<file path="src/rtl/stk_pkg.sv">
package stk_pkg;
  localparam int REG_W = 32;
  localparam int REG_N = 8;
  localparam int LANES = REG_W / 8;
  localparam int SLOT_W = $clog2(REG_N);
  localparam int PTR_SLOT = 4;
  localparam logic [3:0] DST_FLAGS = 4'd8;

  localparam logic [3:0] OPC_PUSH_H  = 4'd1;
  localparam logic [3:0] OPC_PUSH_W  = 4'd2;
  localparam logic [3:0] OPC_PUSH_FL = 4'd3;
  localparam logic [3:0] OPC_POP_H   = 4'd4;
  localparam logic [3:0] OPC_POP_W   = 4'd5;
  localparam logic [3:0] OPC_POP_FL  = 4'd6;
  localparam logic [3:0] OPC_SAVE    = 4'd7;
  localparam logic [3:0] OPC_RESTORE = 4'd8;
  localparam logic [3:0] OPC_LOAD_SP = 4'd9;

  typedef struct packed {
    logic mem;
    logic write;
    logic wide;
    logic multi;
    logic flags;
    logic load_sp;
  } stk_dec_t;
endpackage

</file>
<file path="src/rtl/stk_cmd_decode.sv">
module stk_cmd_decode
  import stk_pkg::*;
(
  input  logic [3:0] op,
  output stk_dec_t   dec
);
  always_comb begin
    dec = '0;
    case (op)
      OPC_PUSH_H:  begin dec.mem = 1'b1; dec.write = 1'b1; end
      OPC_PUSH_W:  begin dec.mem = 1'b1; dec.write = 1'b1; dec.wide = 1'b1; end
      OPC_PUSH_FL: begin dec.mem = 1'b1; dec.write = 1'b1; dec.wide = 1'b1; dec.flags = 1'b1; end
      OPC_POP_H:   begin dec.mem = 1'b1; end
      OPC_POP_W:   begin dec.mem = 1'b1; dec.wide = 1'b1; end
      OPC_POP_FL:  begin dec.mem = 1'b1; dec.wide = 1'b1; dec.flags = 1'b1; end
      OPC_SAVE:    begin dec.mem = 1'b1; dec.write = 1'b1; dec.wide = 1'b1; dec.multi = 1'b1; end
      OPC_RESTORE: begin dec.mem = 1'b1; dec.wide = 1'b1; dec.multi = 1'b1; end
      OPC_LOAD_SP: begin dec.load_sp = 1'b1; end
      default:     dec = '0;
    endcase
  end
endmodule

</file>
<file path="src/rtl/stk_ptr.sv">
module stk_ptr #(
  parameter int ADDR_W = 32
) (
  input  logic              clk,
  input  logic              rst_n,
  input  logic              load_en,
  input  logic [ADDR_W-1:0] load_val,
  input  logic              dec_en,
  input  logic              inc_en,
  input  logic              step4,
  output logic [ADDR_W-1:0] sp
);
  localparam logic [ADDR_W-1:0] STEP_H = ADDR_W'(2);
  localparam logic [ADDR_W-1:0] STEP_W = ADDR_W'(4);

  logic [ADDR_W-1:0] sp_q, sp_d, step;
  logic              sp_en;

  always_comb begin
    step  = step4 ? STEP_W : STEP_H;
    sp_en = load_en | dec_en | inc_en;
    if (load_en)     sp_d = load_val;
    else if (dec_en) sp_d = sp_q - step;
    else             sp_d = sp_q + step;
  end

  always_ff @(posedge clk or negedge rst_n) begin
    if (!rst_n)     sp_q <= '0;
    else if (sp_en) sp_q <= sp_d;
  end

  assign sp = sp_q;

  assert_ptr_one_source_R7: assert property (@(posedge clk) disable iff (!rst_n)
    $onehot0({load_en, dec_en, inc_en}));
endmodule

</file>
<file path="src/rtl/stk_lane.sv">
module stk_lane
  import stk_pkg::*;
(
  input  logic             wide,
  input  logic [REG_W-1:0] src,
  input  logic [REG_W-1:0] rd,
  output logic [REG_W-1:0] wr_data,
  output logic [LANES-1:0] be,
  output logic [REG_W-1:0] rd_data
);
  localparam int HALF = LANES / 2;

  for (genvar g = 0; g < LANES; g++) begin : g_lane
    if (g < HALF) begin : g_low
      assign be[g] = 1'b1;
    end else begin : g_high
      assign be[g] = wide;
    end
    assign wr_data[8*g +: 8] = be[g] ? src[8*g +: 8] : 8'h00;
    assign rd_data[8*g +: 8] = be[g] ? rd[8*g +: 8]  : 8'h00;
  end
endmodule

</file>
<file path="src/rtl/stack_sequencer.sv">
module stack_sequencer
  import stk_pkg::*;
#(
  parameter int ADDR_W = 32
) (
  input  logic                   clk,
  input  logic                   rst_n,
  input  logic                   cmd_valid,
  input  logic [3:0]             cmd_op,
  input  logic [REG_W-1:0]       cmd_data,
  input  logic [2:0]             cmd_dst,
  input  logic [REG_W-1:0]       flags_in,
  input  logic [REG_N*REG_W-1:0] regs_in,
  output logic                   busy,
  output logic [ADDR_W-1:0]      sp_out,
  output logic [ADDR_W-1:0]      mem_addr,
  output logic                   mem_we,
  output logic                   mem_re,
  output logic [LANES-1:0]       mem_be,
  output logic [REG_W-1:0]       mem_wdata,
  input  logic [REG_W-1:0]       mem_rdata,
  input  logic                   mem_rdy,
  output logic                   pop_valid,
  output logic [3:0]             pop_dst,
  output logic [REG_W-1:0]       pop_data
);
  localparam logic [SLOT_W-1:0] LAST_SLOT = SLOT_W'(REG_N - 1);
  localparam logic [SLOT_W-1:0] SKIP_BEAT = SLOT_W'(REG_N - 1 - PTR_SLOT);

  stk_dec_t dec;
  logic     accept, start, beat, last_beat, skip_beat;

  logic              act_q, act_d, write_q, write_d, wide_q, wide_d, multi_q, multi_d;
  logic [SLOT_W-1:0] slot_q, slot_d;
  logic [REG_W-1:0]  val_q, val_d;
  logic [3:0]        dst_q, dst_d;
  logic              ctl_en;

  logic [REG_W-1:0]  cap_q [REG_N];
  logic              cap_en;

  logic              pv_q, pv_d;
  logic [3:0]        pdst_q, pdst_d;
  logic [REG_W-1:0]  pdata_q, rd_fmt, wr_src;

  logic              ptr_dec, ptr_inc, ptr_step4;
  logic [ADDR_W-1:0] sp;
  logic              unused_ptr_slot;

  assign unused_ptr_slot = ^regs_in[PTR_SLOT*REG_W +: REG_W];

  stk_cmd_decode u_dec (.op(cmd_op), .dec(dec));

  assign accept    = cmd_valid & ~act_q;
  assign start     = accept & dec.mem;
  assign beat      = act_q & mem_rdy;
  assign last_beat = ~multi_q | (slot_q == LAST_SLOT);
  assign skip_beat = multi_q & ~write_q & (slot_q == SKIP_BEAT);

  // control next state
  always_comb begin
    act_d   = act_q;
    write_d = write_q;
    wide_d  = wide_q;
    multi_d = multi_q;
    slot_d  = slot_q;
    val_d   = val_q;
    dst_d   = dst_q;
    ctl_en  = start | beat;
    if (start) begin
      act_d   = 1'b1;
      write_d = dec.write;
      wide_d  = dec.wide;
      multi_d = dec.multi;
      slot_d  = '0;
      val_d   = dec.flags ? flags_in : cmd_data;
      dst_d   = dec.flags ? DST_FLAGS : {1'b0, cmd_dst};
    end else if (beat) begin
      if (last_beat) act_d  = 1'b0;
      else           slot_d = slot_q + 1'b1;
    end
  end

  always_ff @(posedge clk or negedge rst_n) begin
    if (!rst_n) begin
      act_q   <= 1'b0;
      write_q <= 1'b0;
      wide_q  <= 1'b0;
      multi_q <= 1'b0;
      slot_q  <= '0;
      val_q   <= '0;
      dst_q   <= '0;
    end else if (ctl_en) begin
      act_q   <= act_d;
      write_q <= write_d;
      wide_q  <= wide_d;
      multi_q <= multi_d;
      slot_q  <= slot_d;
      val_q   <= val_d;
      dst_q   <= dst_d;
    end
  end

  // register snapshot for save-all; the pointer slot holds the entry pointer
  assign cap_en = start & dec.multi & dec.write;
  for (genvar r = 0; r < REG_N; r++) begin : g_cap
    logic [REG_W-1:0] cap_d;
    if (r == PTR_SLOT) begin : g_sp
      assign cap_d = REG_W'(sp);
    end else begin : g_reg
      assign cap_d = regs_in[r*REG_W +: REG_W];
    end
    always_ff @(posedge clk or negedge rst_n) begin
      if (!rst_n)      cap_q[r] <= '0;
      else if (cap_en) cap_q[r] <= cap_d;
    end
  end

  // pointer control
  assign ptr_dec   = (start & dec.write) | (beat & write_q & ~last_beat);
  assign ptr_inc   = beat & ~write_q;
  assign ptr_step4 = start ? dec.wide : wide_q;

  stk_ptr #(.ADDR_W(ADDR_W)) u_ptr (
    .clk     (clk),
    .rst_n   (rst_n),
    .load_en (accept & dec.load_sp),
    .load_val(ADDR_W'(cmd_data)),
    .dec_en  (ptr_dec),
    .inc_en  (ptr_inc),
    .step4   (ptr_step4),
    .sp      (sp)
  );

  assign wr_src = multi_q ? cap_q[slot_q] : val_q;

  stk_lane u_lane (
    .wide   (wide_q),
    .src    (wr_src),
    .rd     (mem_rdata),
    .wr_data(mem_wdata),
    .be     (mem_be),
    .rd_data(rd_fmt)
  );

  // pop return
  always_comb begin
    pv_d   = beat & ~write_q & ~skip_beat;
    pdst_d = multi_q ? {1'b0, LAST_SLOT - slot_q} : dst_q;
  end

  always_ff @(posedge clk or negedge rst_n) begin
    if (!rst_n) begin
      pv_q    <= 1'b0;
      pdst_q  <= '0;
      pdata_q <= '0;
    end else begin
      pv_q <= pv_d;
      if (pv_d) begin
        pdst_q  <= pdst_d;
        pdata_q <= rd_fmt;
      end
    end
  end

  assign busy      = act_q;
  assign sp_out    = sp;
  assign mem_addr  = sp;
  assign mem_we    = act_q & write_q;
  assign mem_re    = act_q & ~write_q;
  assign pop_valid = pv_q;
  assign pop_dst   = pdst_q;
  assign pop_data  = pdata_q;

  assert_hold_request_R6: assert property (@(posedge clk) disable iff (!rst_n)
    (mem_we | mem_re) & ~mem_rdy |=> (mem_we | mem_re) & $stable(mem_addr)
      & $stable(mem_we) & $stable(mem_be) & $stable(mem_wdata));

  assert_idle_quiet_R7: assert property (@(posedge clk) disable iff (!rst_n)
    ~busy |-> ~mem_we & ~mem_re);

  assert_push_predec_R3: assert property (@(posedge clk) disable iff (!rst_n)
    $rose(busy) & mem_we |->
      sp_out == $past(sp_out) - ((mem_be == '1) ? ADDR_W'(4) : ADDR_W'(2)));

  assert_pop_postinc_R5: assert property (@(posedge clk) disable iff (!rst_n)
    mem_re & mem_rdy |=>
      sp_out == $past(sp_out) + (($past(mem_be) == '1) ? ADDR_W'(4) : ADDR_W'(2)));

  assert_pop_after_read_R5: assert property (@(posedge clk) disable iff (!rst_n)
    pop_valid |-> $past(mem_re & mem_rdy));

  assert_skip_ptr_slot_R9: assert property (@(posedge clk) disable iff (!rst_n)
    mem_re & mem_rdy & multi_q & (slot_q == SKIP_BEAT) |=> ~pop_valid);
endmodule

</file>
<file path="config.mk">
export PLATFORM = sky130hd
export DESIGN_NAME = stack_sequencer
export DESIGN_NICKNAME = d
export VERILOG_FILES = /design/src/rtl/stk_pkg.sv /design/src/rtl/stk_cmd_decode.sv /design/src/rtl/stk_ptr.sv /design/src/rtl/stk_lane.sv /design/src/rtl/stack_sequencer.sv
export SDC_FILE = /design/constraint.sdc
export NUM_CORES = 1
export LEC_CHECK = 0
export ABC_CLOCK_PERIOD_IN_PS = 5580
export BUFFER_PORTS_ARGS = -buffer_cell sky130_fd_sc_hd__buf_4
export CORE_ASPECT_RATIO = 1.2
export CORE_MARGIN = 10
export CORE_UTILIZATION = 35
export DETAILED_ROUTE_END_ITERATION = 12
export PLACE_DENSITY_LB_ADDON = 0.05
export SLEW_MARGIN = 20
export SYNTH_ARGS = -nofsm -noshare
export SYNTH_HDL_FRONTEND = slang
export SYNTH_HIERARCHICAL = 1
export SYNTH_SLANG_ARGS = --single-unit
</file>
<file path="constraint.sdc">
create_clock -name clk -period 5.58 [get_ports clk]
set_clock_uncertainty 0.05 [all_clocks]
set_input_delay 1.116 -clock clk [delete_from_list [all_inputs] [get_ports clk]]
set_output_delay 1.116 -clock clk [all_outputs]
set_load 0.05 [all_outputs]
</file>
==> load_flow_metrics.sql <==
INSERT INTO impl_metrics (metric_group, metric, value, unit) VALUES
('clock_network', 'cts_max_level', '2', ''),
('layout', 'areaGrowthSynthToFinish', '25.96', '%'),
('synthesis', 'synth_seq_area_share', '46.28', '%'),
('global_routing', 'pin_count_of_the_biggest_net_entering_global_routing', '99', ''),
('layout', 'drive_gt1_share', '50.10', '%'),
('floorplanning', 'chipHeight', '281.2', 'um'),
('drt', 'drt_drc_violations_left', '0', ''),
('pwr', 'leakagePower', '11.78', 'nW'),
('hold_path', 'hp-class', 'flop to flop', ''),
('floorplanning', 'design.die.area', '66830', 'um^2'),
('global_routing', 'most_congested_layer_reported_by_global_routing', 'met2', ''),
('layout', 'finalNetCount', '2288', ''),
('timing', 'period_minus_slack', '4.726', 'ns'),
('synthesis', 'post_synth_main_area_contributors', 'dfrtp_1 46%, mux2_4 18%, mux2i_1 5.1%, mux2_2 3.9%, mux4_2 3.6%', ''),
('status', 'status', 'finished, final reports clean', ''),
('synthesis', 'synth_area', '19900', 'um^2'),
('floorplanning', 'starting_density', '35.47', '%'),
('synthesis', 'yosysTopAreaCell', 'dfrtp_1', ''),
('clock_network', 'tritoncts', 'done', ''),
('timing', 'finalHoldViolCount', '0', ''),
('synthesis', 'synth.lib_cells_used.distinct', '62', ''),
('synthesis', 'yosys_warnings', '6', ''),
('timing', 'final.period_utilization', '84.69', '%'),
('critical_path', 'critPathCapture', 'u_ptr/sp[24]', ''),
('critical_path', 'critical_path.max_fanout', '13', ''),
('global_routing', 'grt_pass1_wl', '100600', 'um'),
('layout', 'fillers', '5259', ''),
('critical_path', 'regToRegSetupSlack', '1.09', 'ns'),
('synthesis', 'ys_dominant_reg_cell', 'dfrtp_1', ''),
('global_routing', 'met2_usage', '35.82', '%'),
('clock_network', 'cts_sinks', '368', ''),
('clock_network', 'clock_latency_on_the_worst_skew_pair', '0.58', 'ns'),
('floorplanning', 'top_level_ports', '503', ''),
('synthesis', 'syn_inst', '1504', ''),
('timing', 'rsz_0062_raised_after_global_routing', 'false', ''),
('clock_network', 'cts_root_buf', 'clkbuf_16', ''),
('floorplanning', 'floorplan.die.width', '237.7', 'um'),
('pwr', 'design_power_total', '11.87', 'mW'),
('layout', 'post-route-util', '44.68', '%'),
('synthesis', 'edff_count_synth', '0', ''),
('critical_path', 'cp.required', '5.98', 'ns'),
('critical_path', 'worst_r2r_path_depth', '16', ''),
('drt', 'postRouteAntennaNets', '0', ''),
('placed_design', 'post_detail_place_hpwl', '52790', 'um'),
('timing', 'maxSlewViolCount', '0', ''),
('critical_path', 'arrival', '5.13', 'ns'),
('timing', 'fmax', '211.6', 'MHz'),
('drt', 'via_count_of_the_routed_design', '13310', ''),
('critical_path', 'worst_r2r_startpoint', 'slot_q[0]', ''),
('critical_path', 'cp_endpoint_kind', 'flop', ''),
('critical_path', 'critical_path.startpoint', 'cmd_op[1]', ''),
('drt', 'routed_wire_length', '69660', 'um'),
('drt', 'route.detailed.vias_per_inst', '5.022', ''),
('timing', 'timing.final.setup_violations', '0', ''),
('global_routing', 'global_route.usage.total', '20.32', '%'),
('timing', 'worst_slew_margin_rel', '40.50', '%'),
('clock_network', 'cts-hold-fix-buffers', '0', ''),
('job', 'timing.max_cap.violations', '0', ''),
('global_routing', 'initial_antenna_violation_count', '10', ''),
('floorplanning', 'core_area', '56100', 'um^2'),
('global_routing', 'grt.overflow.total', '0', ''),
('pwr', 'vdd_drop_max', '298.7', 'uV'),
('synthesis', 'ys_async_sr_fraction', '100.0', '%'),
('drt', 'drt-initial-drc-count', '626', ''),
('clock_network', 'postCtsResizedCells', '0', ''),
('critical_path', 'ff_to_ff_end', 'u_ptr/sp[24]', ''),
('global_routing', 'first_global_vias', '14590', ''),
('synthesis', 'synth_top_area_share', '46.28', '%'),
('clock_network', 'cts-buffers-inserted', '45', ''),
('floorplanning', 'placementRows', '95', ''),
('critical_path', 'critical_path_startpoint_category', 'primary input', '');
cell type report:
cell class              instances  area, um^2  share of cell area (%)
diodes                          2       5.005                 0.01997
clock buffers                  62        1300                   5.186
clock inverters                16       177.7                  0.7088
inverters                      19       71.32                  0.2845
multi-input cells             953        9464                   37.76
flip-flops and latches        368        9214                   36.76
well taps                     727       909.6                   3.629
repair buffers                504        3924                   15.65
power breakdown:
part / switching (mW) / internal [mW]
Clock: 1.21 / 1.76
Sequential: 0.597 / 3.33
Combinational: 2.99 / 1.97
worst max-delay path: stages:
cell and delay [ns]:
buf_4 0.13, nor3_1 0.23, xnor2_1 0.17, and3b_1 0.40, nand2_1 0.13, nand2_1 0.18, buf_4 0.26, ha_1 0.30
o21a_1 0.21, o31a_1 0.13, o31a_1 0.30, a211oi_1 0.52, nor2_1 0.22, a41oi_1 0.29, xor2_1 0.16, o21ai_0 0.09
mux2_2 0.29
stage by stage:
| step | cells | instance area [um^2] | hold slack [ns] | setup slack, ns |
|---|---|---|---|---|
| final | 2651 | 25070 | 0.4366 | 0.8543 |
| after global routing | 2649 | 25060 | 0.4581 | 0.5392 |
| after CTS | 2648 | 25030 | 0.4369 | 0.9074 |
| after detailed placement | 2570 | 23560 | 0.4225 | 0.3109 |
| after global placement | 2570 | 23560 | 0.4209 | 0.3665 |
| after floorplan | 1505 | 19900 | 0.3890 | 0.3314 |
layout by cell type, fill, tap and decap left out, types with 6 or more instances in the layout:
| cell type | netlist | final |
|---|---|---|
| nand2_1 | 82 | 82 |
| a31oi_1 | 8 | 8 |
| inv_1 | 19 | 18 |
| o21a_1 | 7 | 7 |
| o22ai_1 | 35 | 35 |
| nand3b_1 | 8 | 8 |
| mux2i_1 | 102 | 102 |
| xnor2_1 | 13 | 13 |
| dfrtp_1 | 368 | 366 |
| buf_4 | 70 | 493 |
| buf_12 | 1 | 9 |
| a221o_1 | 36 | 36 |
| clkbuf_1 | 44 | 6 |
| xor2_1 | 16 | 16 |
| ha_1 | 34 | 34 |
| nor2_1 | 40 | 40 |
| mux2_2 | 69 | 69 |
| clkinv_2 | 0 | 7 |
| a21oi_1 | 45 | 44 |
| o21ai_0 | 62 | 62 |
| clkbuf_8 | 0 | 11 |
| nor3_1 | 8 | 8 |
| mux4_2 | 32 | 32 |
| a21o_1 | 10 | 10 |
| and3_1 | 6 | 6 |
| mux2_4 | 240 | 240 |
| a211oi_1 | 8 | 8 |
| clkbuf_16 | 0 | 45 |
| and2_2 | 32 | 32 |
metal layers:
metal  vias up  part of all wire [%]
met2       386                    51
met1      6631                    38
met5         -                  0.20
met4        20                   2.5
li1       6175                     -
met3       100                   8.0
registers in the layout (all words and copies together), names as in the netlist:
name / cells
multi_q: 1
busy: 1
wide_q: 1
u_ptr/sp: 32
val_q: 32
pop_data: 32
pop_valid: 1
slot_q: 3
pop_dst: 4
cap_q: 256
write_q: 1
dst_q: 4
cell usage after synthesis (34+ instances only):
cell,instances
a21oi_1,45
a221o_1,36
buf_4,70
clkbuf_1,44
dfrtp_1,368
ha_1,34
mux2_2,69
mux2_4,240
mux2i_1,102
nand2_1,82
nor2_1,40
o21ai_0,62
o22ai_1,35
logic make-up after synthesis:
logic type	after synthesis	synth area share (%)
multiplexers	443	30.77
flip-flops	368	46.28
AO/OA/AOI/OAI	236	7.866
AND/OR/NAND/NOR	209	5.401
buffers and inverters	184	6.256
adder cells (fa/ha/maj)	34	2.138
XOR/XNOR	29	1.276
other	1	0.01885
worst min path at each step:
stage          startpoint        end  slack (ns)
2_1_floorplan    dst_q[2]   dst_q[2]        0.39
3_3_place_gp     val_q[3]   val_q[3]        0.42
3_5_place_dp     dst_q[3]   dst_q[3]        0.42
4_1_cts          dst_q[3]   dst_q[3]        0.44
5_1_grt         val_q[30]  val_q[30]        0.46
6_report         dst_q[3]   dst_q[3]        0.44
Note: power is estimated with default switching activity, not from simulation.
